**config.mk**
```make
export PLATFORM = sky130hd
export DESIGN_NAME = page_walker
export DESIGN_NICKNAME = d
export VERILOG_FILES = /design/src/rtl/page_walker.sv
export SDC_FILE = /design/constraint.sdc
export NUM_CORES = 1
export LEC_CHECK = 0
export CAP_MARGIN = 30
export CORE_UTILIZATION = 30
export CTS_BUF_LIST = sky130_fd_sc_hd__clkbuf_2
export CTS_CLUSTER_SIZE = 14
export DETAILED_ROUTE_END_ITERATION = 10
export DONT_BUFFER_PORTS = 1
export SYNTH_ARGS = -nofsm -noshare
export SYNTH_HDL_FRONTEND = slang
export SYNTH_SLANG_ARGS = --single-unit
export TNS_END_PERCENT = 100
```
**constraint.sdc**
```tcl
create_clock -name clk -period 1.8 [get_ports clk]
set_input_delay 0.36 -clock clk [delete_from_list [all_inputs] [get_ports clk]]
set_output_delay 0.36 -clock clk [all_outputs]
set_load 0.005 [all_outputs]
```
**src/rtl/page_walker.sv**
```systemverilog
module page_walker (
  input  logic        clk,
  input  logic        rst_n,
  input  logic        req_valid,
  input  logic [31:0] req_vaddr,
  input  logic [1:0]  req_kind,
  input  logic [1:0]  req_priv,
  input  logic        paging_on,
  input  logic [19:0] root_ppn,
  input  logic        mod_priv,
  input  logic [1:0]  prev_priv,
  input  logic        sum,
  input  logic        mxr,
  output logic        busy,
  output logic        mem_req,
  output logic        mem_we,
  output logic [31:0] mem_addr,
  output logic [31:0] mem_wdata,
  input  logic        mem_ack,
  input  logic [31:0] mem_rdata,
  output logic        res_valid,
  output logic        res_fault,
  output logic [3:0]  res_cause,
  output logic [31:0] res_paddr,
  output logic [31:0] res_tval,
  output logic        res_r,
  output logic        res_w,
  output logic        res_x
);
  typedef enum logic [1:0] {IDLE, READ, WBACK} st_t;

  st_t         st;
  logic        top;
  logic [31:0] base, va, wb;
  logic [1:0]  kind, prv;
  logic        sum_q, mxr_q;

  wire [1:0]  eff    = (req_priv == 2'd3 && req_kind != 2'd0 && mod_priv) ? prev_priv : req_priv;
  wire [9:0]  idx    = top ? va[31:22] : va[21:12];
  wire [31:0] d      = mem_rdata;
  wire        is_fe  = (kind == 2'd0);
  wire        is_st  = kind[1];
  wire        is_ptr = d[0] & ~|d[3:1];
  wire        u_bad  = d[4] ? (prv == 2'd1 && !sum_q) : (prv != 2'd1);
  wire        e_bad  = ~d[0] | (d[2] & ~d[1]);
  wire        p_bad  = is_fe ? ~d[3] : (is_st ? ~(d[1] & d[2]) : ~(d[1] | (mxr_q & d[3])));
  wire [31:0] upd    = d | 32'h40 | (is_st ? 32'h80 : 32'h0);
  wire [19:0] ppn    = top ? {d[29:20], va[21:12]} : d[29:10];
  wire [3:0]  cause  = is_fe ? 4'd12 : (is_st ? 4'd15 : 4'd13);
  wire        fault  = is_ptr ? !top : (u_bad | e_bad | p_bad);

  assign busy      = (st != IDLE);
  assign mem_req   = busy;
  assign mem_we    = (st == WBACK);
  assign mem_addr  = base + {20'd0, idx, 2'b00};
  assign mem_wdata = wb;

  always_ff @(posedge clk) begin
    if (!rst_n) begin
      st <= IDLE; top <= 1'b1; base <= '0; va <= '0; wb <= '0;
      kind <= '0; prv <= '0; sum_q <= 1'b0; mxr_q <= 1'b0;
      res_valid <= 1'b0; res_fault <= 1'b0; res_cause <= '0;
      res_paddr <= '0; res_tval <= '0; res_r <= 1'b0; res_w <= 1'b0; res_x <= 1'b0;
    end else begin
      res_valid <= 1'b0;
      case (st)
        IDLE: if (req_valid) begin
          va <= req_vaddr; kind <= req_kind; prv <= eff;
          sum_q <= sum; mxr_q <= mxr; top <= 1'b1;
          base <= {root_ppn, 12'h000};
          res_tval <= req_vaddr;
          if (!paging_on || eff == 2'd3) begin
            res_valid <= 1'b1; res_fault <= 1'b0; res_cause <= '0;
            res_paddr <= req_vaddr;
            res_r <= 1'b1; res_w <= 1'b1; res_x <= 1'b1;
          end else begin
            st <= READ;
          end
        end
        READ: if (mem_ack) begin
          if (fault) begin
            res_valid <= 1'b1; res_fault <= 1'b1; res_cause <= cause;
            res_paddr <= '0; res_r <= 1'b0; res_w <= 1'b0; res_x <= 1'b0;
            st <= IDLE;
          end else if (is_ptr) begin
            base <= {d[29:10], 12'h000};
            top  <= 1'b0;
          end else begin
            res_fault <= 1'b0; res_cause <= '0;
            res_paddr <= {ppn, va[11:0]};
            res_r <= d[1]; res_x <= d[3]; res_w <= d[2] & (is_st | d[7]);
            if (upd != d) begin
              wb <= upd;
              st <= WBACK;
            end else begin
              res_valid <= 1'b1;
              st <= IDLE;
            end
          end
        end
        WBACK: if (mem_ack) begin
          res_valid <= 1'b1;
          st <= IDLE;
        end
        default: st <= IDLE;
      endcase
    end
  end

  p_hold_addr_r3: assert property (@(posedge clk) disable iff (!rst_n)
    mem_req && !mem_ack |=> mem_req && $stable(mem_addr));
  p_wb_sets_a_r7: assert property (@(posedge clk) disable iff (!rst_n)
    mem_we |-> mem_wdata[6] && mem_wdata[0]);
  p_fault_code_r11: assert property (@(posedge clk) disable iff (!rst_n)
    res_valid && res_fault |-> (res_cause == 4'd12 || res_cause == 4'd13 || res_cause == 4'd15)
                               && !res_r && !res_w && !res_x);
  p_write_implies_read_r9: assert property (@(posedge clk) disable iff (!rst_n)
    res_valid && res_w |-> !res_fault && res_r);
  p_result_idle_r12: assert property (@(posedge clk) disable iff (!rst_n)
    res_valid |-> !busy);
endmodule

```
# ---- Word level (Yosys, flattened, before mapping)
# Cells that the tools add are included.
dict set report classes {
  addsub 1
  multipliers 0
  n_div 0
  n_lt_le_gt_ge 0
  eq_ne 15
  shift 0
  n_mux 68
  n_bitwise 18
  reduce_logical 19
}
# cell n
set ops {}
lappend ops {{two-way mux 32 bit} 9}
lappend ops {{one-hot mux 32 bit (2 select lines)} 2}
lappend ops {{adder 32 x 12 -> 32 bit} 1}
lappend ops {{inequality test 32 bit} 1}
lappend ops {{OR 32 x 8 -> 32 bit} 1}
lappend ops {{two-way mux 1 bit} 31}
lappend ops {{two-way mux 10 bit} 2}
lappend ops {{two-way mux 2 bit} 10}
lappend ops {{two-way mux 4 bit} 5}
lappend ops {{AND reduction 5 bit} 4}
lappend ops {{inequality test 2 bit (second input constant)} 6}
lappend ops {{one-hot mux 1 bit (2 select lines)} 5}
lappend ops {{two-way mux 8 bit} 1}
lappend ops {{one-hot mux 4 bit (2 select lines)} 1}
lappend ops {{NOT 1 bit} 7}
lappend ops {{== test 2 bit (second input constant)} 3}
lappend ops {{one-hot mux 2 bit (3 select lines)} 1}
lappend ops {{nonzero test 2 bit} 3}
lappend ops {{bitwise AND 1 bit} 5}
lappend ops {{OR 1 bit} 5}
lappend ops {{== test 2 x 1 -> 1 bit (second input constant)} 2}
lappend ops {{zero test 1 bit} 4}
lappend ops {{zero test 2 bit} 2}
lappend ops {{inequality test 2 x 1 -> 1 bit (second input constant)} 2}
lappend ops {{6 further kinds} 8}
dict set report word_totals {
  register_bits 146
  latch_bits 0
  ram_bits 0
  rom_bits 0
  in_bits 98
  output_inout_bits 140
  word_cells 137
  n_memories 0
}

# ---- Depth between registers and ports, before layout
# Gate-level depths: netlist (run 1).
dict set report depth {
  depth_word 10
  ltp_mapped 7
  mapped_depth_nobuf 5
}

# ---- Worst setup path before layout (run 1)
# Ideal clock, no wire load.
dict set report synth_timing {
  path_type {register -> output}
  start {register top}
  end {output mem_addr[10]}
  arrival_time_ps 1392
  required_ps 1440
  path_slack_ps 48
  path_stages_with_launch 5
  n_path_buf 3
  cell_sequence {dfxtp_1 -> clkbuf_1 -> buf_2 -> buf_2 -> mux2_2}
}
dict set report synth_between {
  elab_chain_cells 2
}
# item line_no
set synth_rtl {}
lappend synth_rtl {{start, declared} 33} ;# logic top;
lappend synth_rtl {{start signal, assigned} 60} ;# st <= IDLE; top <= 1'b1; base <= '0; va <= '0; wb <= '0;
lappend synth_rtl {{start signal, assigned} 69} ;# sum_q <= sum; mxr_q <= mxr; top <= 1'b1;
lappend synth_rtl {{start signal, assigned} 87} ;# top <= 1'b0;
lappend synth_rtl {{two-way mux 10 bit} 39} ;# wire [9:0] idx = top ? va[31:22] : va[21:12];
lappend synth_rtl {{adder 32 x 12 -> 32 bit} 55} ;# assign mem_addr = base + {20'd0, idx, 2'b00};
lappend synth_rtl {{end, declared} 17} ;# output logic [31:0] mem_addr,
# No other way between the ends.

# ---- Final worst setup path (run 1)
dict set report layout_timing {
  start {register top}
  end {output mem_addr[5]}
}
# Same word-level chain as after synthesis.

==> results of run 1 <==
-- cells by family after synthesis --
group | Yosys count | synth area share, %
muxes | 50 | 8.664
AOI/OAI and AO/OA | 196 | 21.51
and+or+nand+nor | 254 | 19.08
other | 1 | 0.06334
buffers and inverters | 73 | 6.044
DFF | 132 | 44.63
-- sequential cells by signal (all words and copies together) (netlist names), 2 cells and up --
| register | flops |
|---|---|
| mem_wdata | 32 |
| res_paddr | 32 |
| va | 32 |
| base | 20 |
| kind | 2 |
| prv | 2 |
| res_cause | 2 |
| st | 2 |
-- final cells by class --
cell class	instances	share of cell area (%)
Sequential cell	132	33.53
Multi-Input combinational cell	503	37.97
Timing Repair Buffer	150	21.04
Inverter	7	0.3623
Tap cell	265	4.174
Clock buffer	18	1.134
Clock inverter	13	1.780
-- layout by cell type (no fill, tap or decap), drive strengths merged, types with 11 or more instances in the layout --
cell	n
dlygate4sd3	99
nand3	34
a32o	13
buf	47
and3	11
o21ai	36
nand2	183
a22oi	11
mux2i	40
clkbuf	21
o211ai	11
dfxtp	132
a31oi	11
o221a	11
a21oi	88
-- worst max-delay path, cell delays in order (launching register included) --
cell	delay, ns
dfxtp_4	0.41
buf_12	0.13
mux2_2	0.35
-- what timing repair did --
item | CTS | global route
pin swaps | 1 | 13
hold buffers | 95 | 5
buffers inserted | 6 | 6
gates cloned | 2 | 4
hold endpoints to repair | 130 | 3
endpoints found under the setup margin | 24 | 60
resized for setup | 23 | 22
-- worst paths after layout --
path / slack [ns] / end / cells past startpoint
worst max register to register: 0.06 / base[26]$_SDFFE_PN0P_ / 6
worst min-delay path: 0.12 / prv[0]$_SDFFE_PN0P_ / 3
worst max-delay path: -0.15 / mem_addr[5] / 2
worst min register to register: 0.48 / prv[0]$_SDFFE_PN0P_ / 2
-- through the flow --
step                      area (um2)  TNS (ns)
after floorplan                 5924         0
after global placement          6325   -0.5574
after detailed placement        6325   -0.3906
after CTS                       7689    -2.330
after global routing            7944    -3.216
final                           7944    -1.401
-- power groups by stage --
stage / Sequential [uW] / Clock (uW) / Combinational [uW]
final: 3270 / 1880 / 1100
after global routing: 3300 / 2050 / 1200
after CTS: 3270 / 1940 / 1050
after detailed placement: 3330 / 0 / 754
after global placement: 3330 / 0 / 745
after floorplan: 3260 / 0 / 567
-- metal layers --
layer	wire length (um)	vias up	track usage, %	part of all wire [%]
met5	0	-	0	0
met4	564	0	8.036	2.6
met3	1732	33	7.268	7.9
met2	10730	244	36.35	49
met1	8782	2690	24.00	40
li1	-	2694	-	-
==> impl_metrics.ini, run 1 <==
[placed_design]
hpwl_mm = 14.12
dpl_worst_slack_ns = -0.03271
gp_congestion = 0.7591
io_buffers = 0
dp.cells = 940

[job]
cap_viol_max_count = 0

[logic_synthesis]
synth_seq_cells = 132
ys.warnings.count = 0
ys_async_sr_fraction_pct = 0
synth-main-ff-cell = dfxtp_1
synth_commonest_cells = nand2_1 (183), dfxtp_1 (132), a21oi_1 (86), mux2i_1 (40), clkbuf_1 (38)
yosys.area.top_type_share_pct = 44.63
ys_seq_area_share_pct = 44.63
syn_avg_cell_area_um2 = 8.386
synth_edf_count = 0
synthTopCellsByArea = dfxtp_1 (45%), nand2_1 (12%), a21oi_1 (7.3%), mux2i_1 (6.8%), nand3_1 (2.9%)
synth.most_common_cell = nand2_1
ys_types = 50
syn_inst = 706
syn_area_um2 = 5921
yosys.area.top_type = dfxtp_1

[pwr]
vdd_drop_max_uv = 459.9
clkPwrFrac_pct = 30.0
p_leak_uw = 0.003019
power_switching_uw = 1882
power_uw = 6245
combPwrFrac_pct = 17.6
seqPwrFrac_pct = 52.4
p_per_area_nw_per_um2 = 786.1
intPower_uw = 4363
swShare_pct = 30.14

[critical_path]
critPathKind = reg2out
worstSetupEndpointType = primary output
arrival_ns = 1.59
startpoint_type = register
regToRegStartpoint = kind[1]$_SDFFE_PN0P_
worstPathRequired_ns = 1.44
startpoint = top$_SDFFE_PN1P_
crit_fanout = 11

[global_route]
grt_max_degree = 99
grt_use_total_pct = 21.14
grt_pass1_wl_mm = 32.08
grt_pass1_vias = 5586
antenna_found_initial = 0
grt-ovfl-total = 0

[cts]
clock_sinks = 132
clockBufferDepth = 2
clkLatencyLatePin_ns = 0.70
ctsRootBufferMaster = clkbuf_2
cts_buffers = 17
clk_pin_slew_worst_paths_ns = 0.21
cts_tree = built
cts_max_level = 4

[route]
num_vias = 5661
drtAntennaViolNets = 0
wire_per_inst_um = 20.04
first_pass_iters = 7
drc = 0
vias_per_cell = 5.203
wl_mm = 21.81
drtIter0Drc = 333

[timing]
fin_hold_ws_ns = 0.1183
final.min_clock_period_ns = 1.949
finalSetupViolCount = 11
rsz0062_at_grt = true
final_hold_viol_count = 0
fin_skew_ns = 0.02779
layout_setup_ws_ns = -0.1488
period_share_pct = 108.3
finalMaxSlewViolations = 0
fmax_mhz = 513.1

[floorplanning]
num_rows = 51
die_w_um = 142.5
fp.dieH_um = 142.5
core_um2 = 19400
ios = 238
initial_core_util_pct = 30.52
dieArea_um2 = 20300

[cells_and_area]
layout-drive-gt1-share_pct = 14.95
multi_input_area_um2 = 3017
ff_latch_area_um2 = 2664
layoutNonFillerInstCount = 1088
fin_util_pct = 40.95
final_nets = 909
syn_to_final_growth_pct = 34.17
n_fill_cell = 1970
antenna_cells = 0

[outcome]
failed_checks = setup timing
status = finished with violations

[hold_path]
hp-class = in2reg
hp-start = req_kind[0]
Note: power is estimated with default switching activity, not from simulation.
==> run 2, diff against run 1 <==
- CTS_BUF_LIST: sky130_fd_sc_hd__clkbuf_2 -> sky130_fd_sc_hd__clkbuf_4
==> run 2 against run 1 <==
  * The flow now finishes without violations
  * Critical path depth unchanged
  * Highest routed layer unchanged
  * Core utilization decreased by 0.39 points
  * Register-to-register slack improved by 0.02 ns
  * Cell area decreased by 0.95%
  * Worst setup slack improved by 0.18 ns
  * Global-route usage increased by 0.14 points
  * First-iteration DRC count increased by 8.1%
  * Combinational power decreased by 5%
  * Sequential share of layout area increased by 0.26 points
  * Count of clock-buffer cells in the layout unchanged
  * Critical endpoint is now mem_addr[9]
==> impl_metrics.ini, run 2 (synthesized netlist as in run 1, its figures left out) <==
[timing]
fin_skew_ns = 0.02056
period_share_pct = 98.50
fmax_mhz = 564.0
final_hold_viol_count = 0
finalMaxSlewViolations = 0
fin_hold_ws_ns = 0.07143
final.min_clock_period_ns = 1.773
finalSetupViolCount = 0
rsz0062_at_grt = true
tns_ns = 0

[global_route]
grt_use_total_pct = 21.28
grt-ovfl-total = 0
grt_pass1_vias = 5544
antenna_found_initial = 1
grt_max_degree = 82
grt_pass1_wl_mm = 32.26

[floorplanning]
ios = 238
core_um2 = 19400
fp.dieH_um = 142.5
dieArea_um2 = 20300
initial_core_util_pct = 30.52
die_w_um = 142.5
num_rows = 51

[placed_design]
io_buffers = 0
hpwl_mm = 14.12
postPlaceCellArea_um2 = 6325
gp_congestion = 0.7591

[critical_path]
r2r_cells = 6
critPathKind = reg2out
arrival_ns = 1.41
r2r_end = base[26]$_SDFFE_PN0P_
startpoint_type = register
crit_fanout = 5
r2r_slack_ns = 0.08
worstPathRequired_ns = 1.44
regToRegStartpoint = kind[1]$_SDFFE_PN0P_
worstSetupEndpointType = primary output

[cts]
clk_pin_slew_worst_paths_ns = 0.12
ctsRootBufferMaster = clkbuf_4
clkLatencyLatePin_ns = 0.55
cts_buffers = 17
cts_max_level = 4
clockBufferDepth = 2
clock_sinks = 132
cts_tree = built

[route]
top_layer_used = met4
drc = 0
wire_per_inst_um = 20.47
drtAntennaViolNets = 0
vias_per_cell = 5.177
wl_met2_mm = 10.74
first_pass_iters = 4
met3_length_mm = 1.940
wl_mm = 22.11
wirelength_met1_mm = 8.920
num_vias = 5591
drtIter0Drc = 360

[cells_and_area]
syn_to_final_growth_pct = 32.90
final_common_cell = nand2_1
layout_common_cells = nand2_1 (182), dfxtp_1 (125), dlygate4sd3_1 (96)
fin_area_um2 = 7869
fin_util_pct = 40.56
final_nets = 900
layout-drive-gt1-share_pct = 13.64

[pwr]
p_per_area_nw_per_um2 = 813.7
vdd_drop_max_uv = 528.5
p_leak_uw = 0.002991

[hold_path]
hold_depth = 2
hp-class = in2reg
hold_end = res_paddr[9]$_SDFFE_PN0P_
hp-start = req_vaddr[9]

[job]
cap_viol_max_count = 0

[outcome]
status = complete, no violations
==> run 2: area by class of cell <==
type	count	area, um2
Multi-Input combinational cell	503	2997
Tap cell	265	331.6
Sequential cell	132	2659
Fill cell	1987	11530
Clock buffer	18	135.1
Clock inverter	13	141.4
Inverter	7	26.28
Antenna cell	1	2.502
Timing Repair Buffer	141	1577
==> run 2: worst max-delay path by stage <==
stage,start,to,slack [ns]
2_1_floorplan,top$_SDFFE_PN1P_,mem_addr[10],0.05
3_3_place_gp,req_kind[1],res_paddr[19]$_SDFFE_PN0P_,-0.04
3_5_place_dp,req_kind[1],res_paddr[15]$_SDFFE_PN0P_,-0.03
4_1_cts,top$_SDFFE_PN1P_,mem_addr[4],-0.03
5_1_grt,top$_SDFFE_PN1P_,mem_addr[9],-0.08
6_report,top$_SDFFE_PN1P_,mem_addr[9],0.03
==> run 2: where the power goes <==
part / total, uW / internal, uW / switching [uW] / leakage (uW)
Clock: 2080 / 941 / 1140 / 0.000141
Combinational: 1050 / 516 / 538 / 0.00176
Sequential: 3270 / 3090 / 178 / 0.00108
Total: 6400 / 4550 / 1860 / 0.00299
==> run 2: per-stage QoR <==
| step | cells | setup WS [ns] | total power (uW) |
|---|---|---|---|
| 2_1_floorplan | 707 | 0.04845 | 3831 |
| 3_3_place_gp | 940 | -0.04380 | 4077 |
| 3_5_place_dp | 940 | -0.03271 | 4086 |
| 4_1_cts | 1070 | -0.03195 | 6425 |
| 5_1_grt | 1080 | -0.08434 | 6707 |
| 6_report | 1080 | 0.02698 | 6403 |
==> run 2: layer usage <==
| layer | up-vias | global-route usage (%) |
|---|---|---|
| li1 | 2681 | - |
| met1 | 2643 | 24.57 |
| met3 | 28 | 7.133 |
| met5 | - | 0 |
| met2 | 239 | 36.25 |
| met4 | 0 | 8.036 |
==> run 2: critical path, stage by stage (launching register included) <==
cell	delay, ns
dfxtp_4	0.41
clkbuf_16	0.15
mux2_4	0.31
==> run 2: what timing repair did <==
item	in CTS	in global routing
endpoints found under the hold margin	115	1
buffers inserted	2	3
gates cloned	1	5
hold buffers	96	1
setup endpoints to repair	13	73
pin swaps	0	7
gates resized for setup	8	20
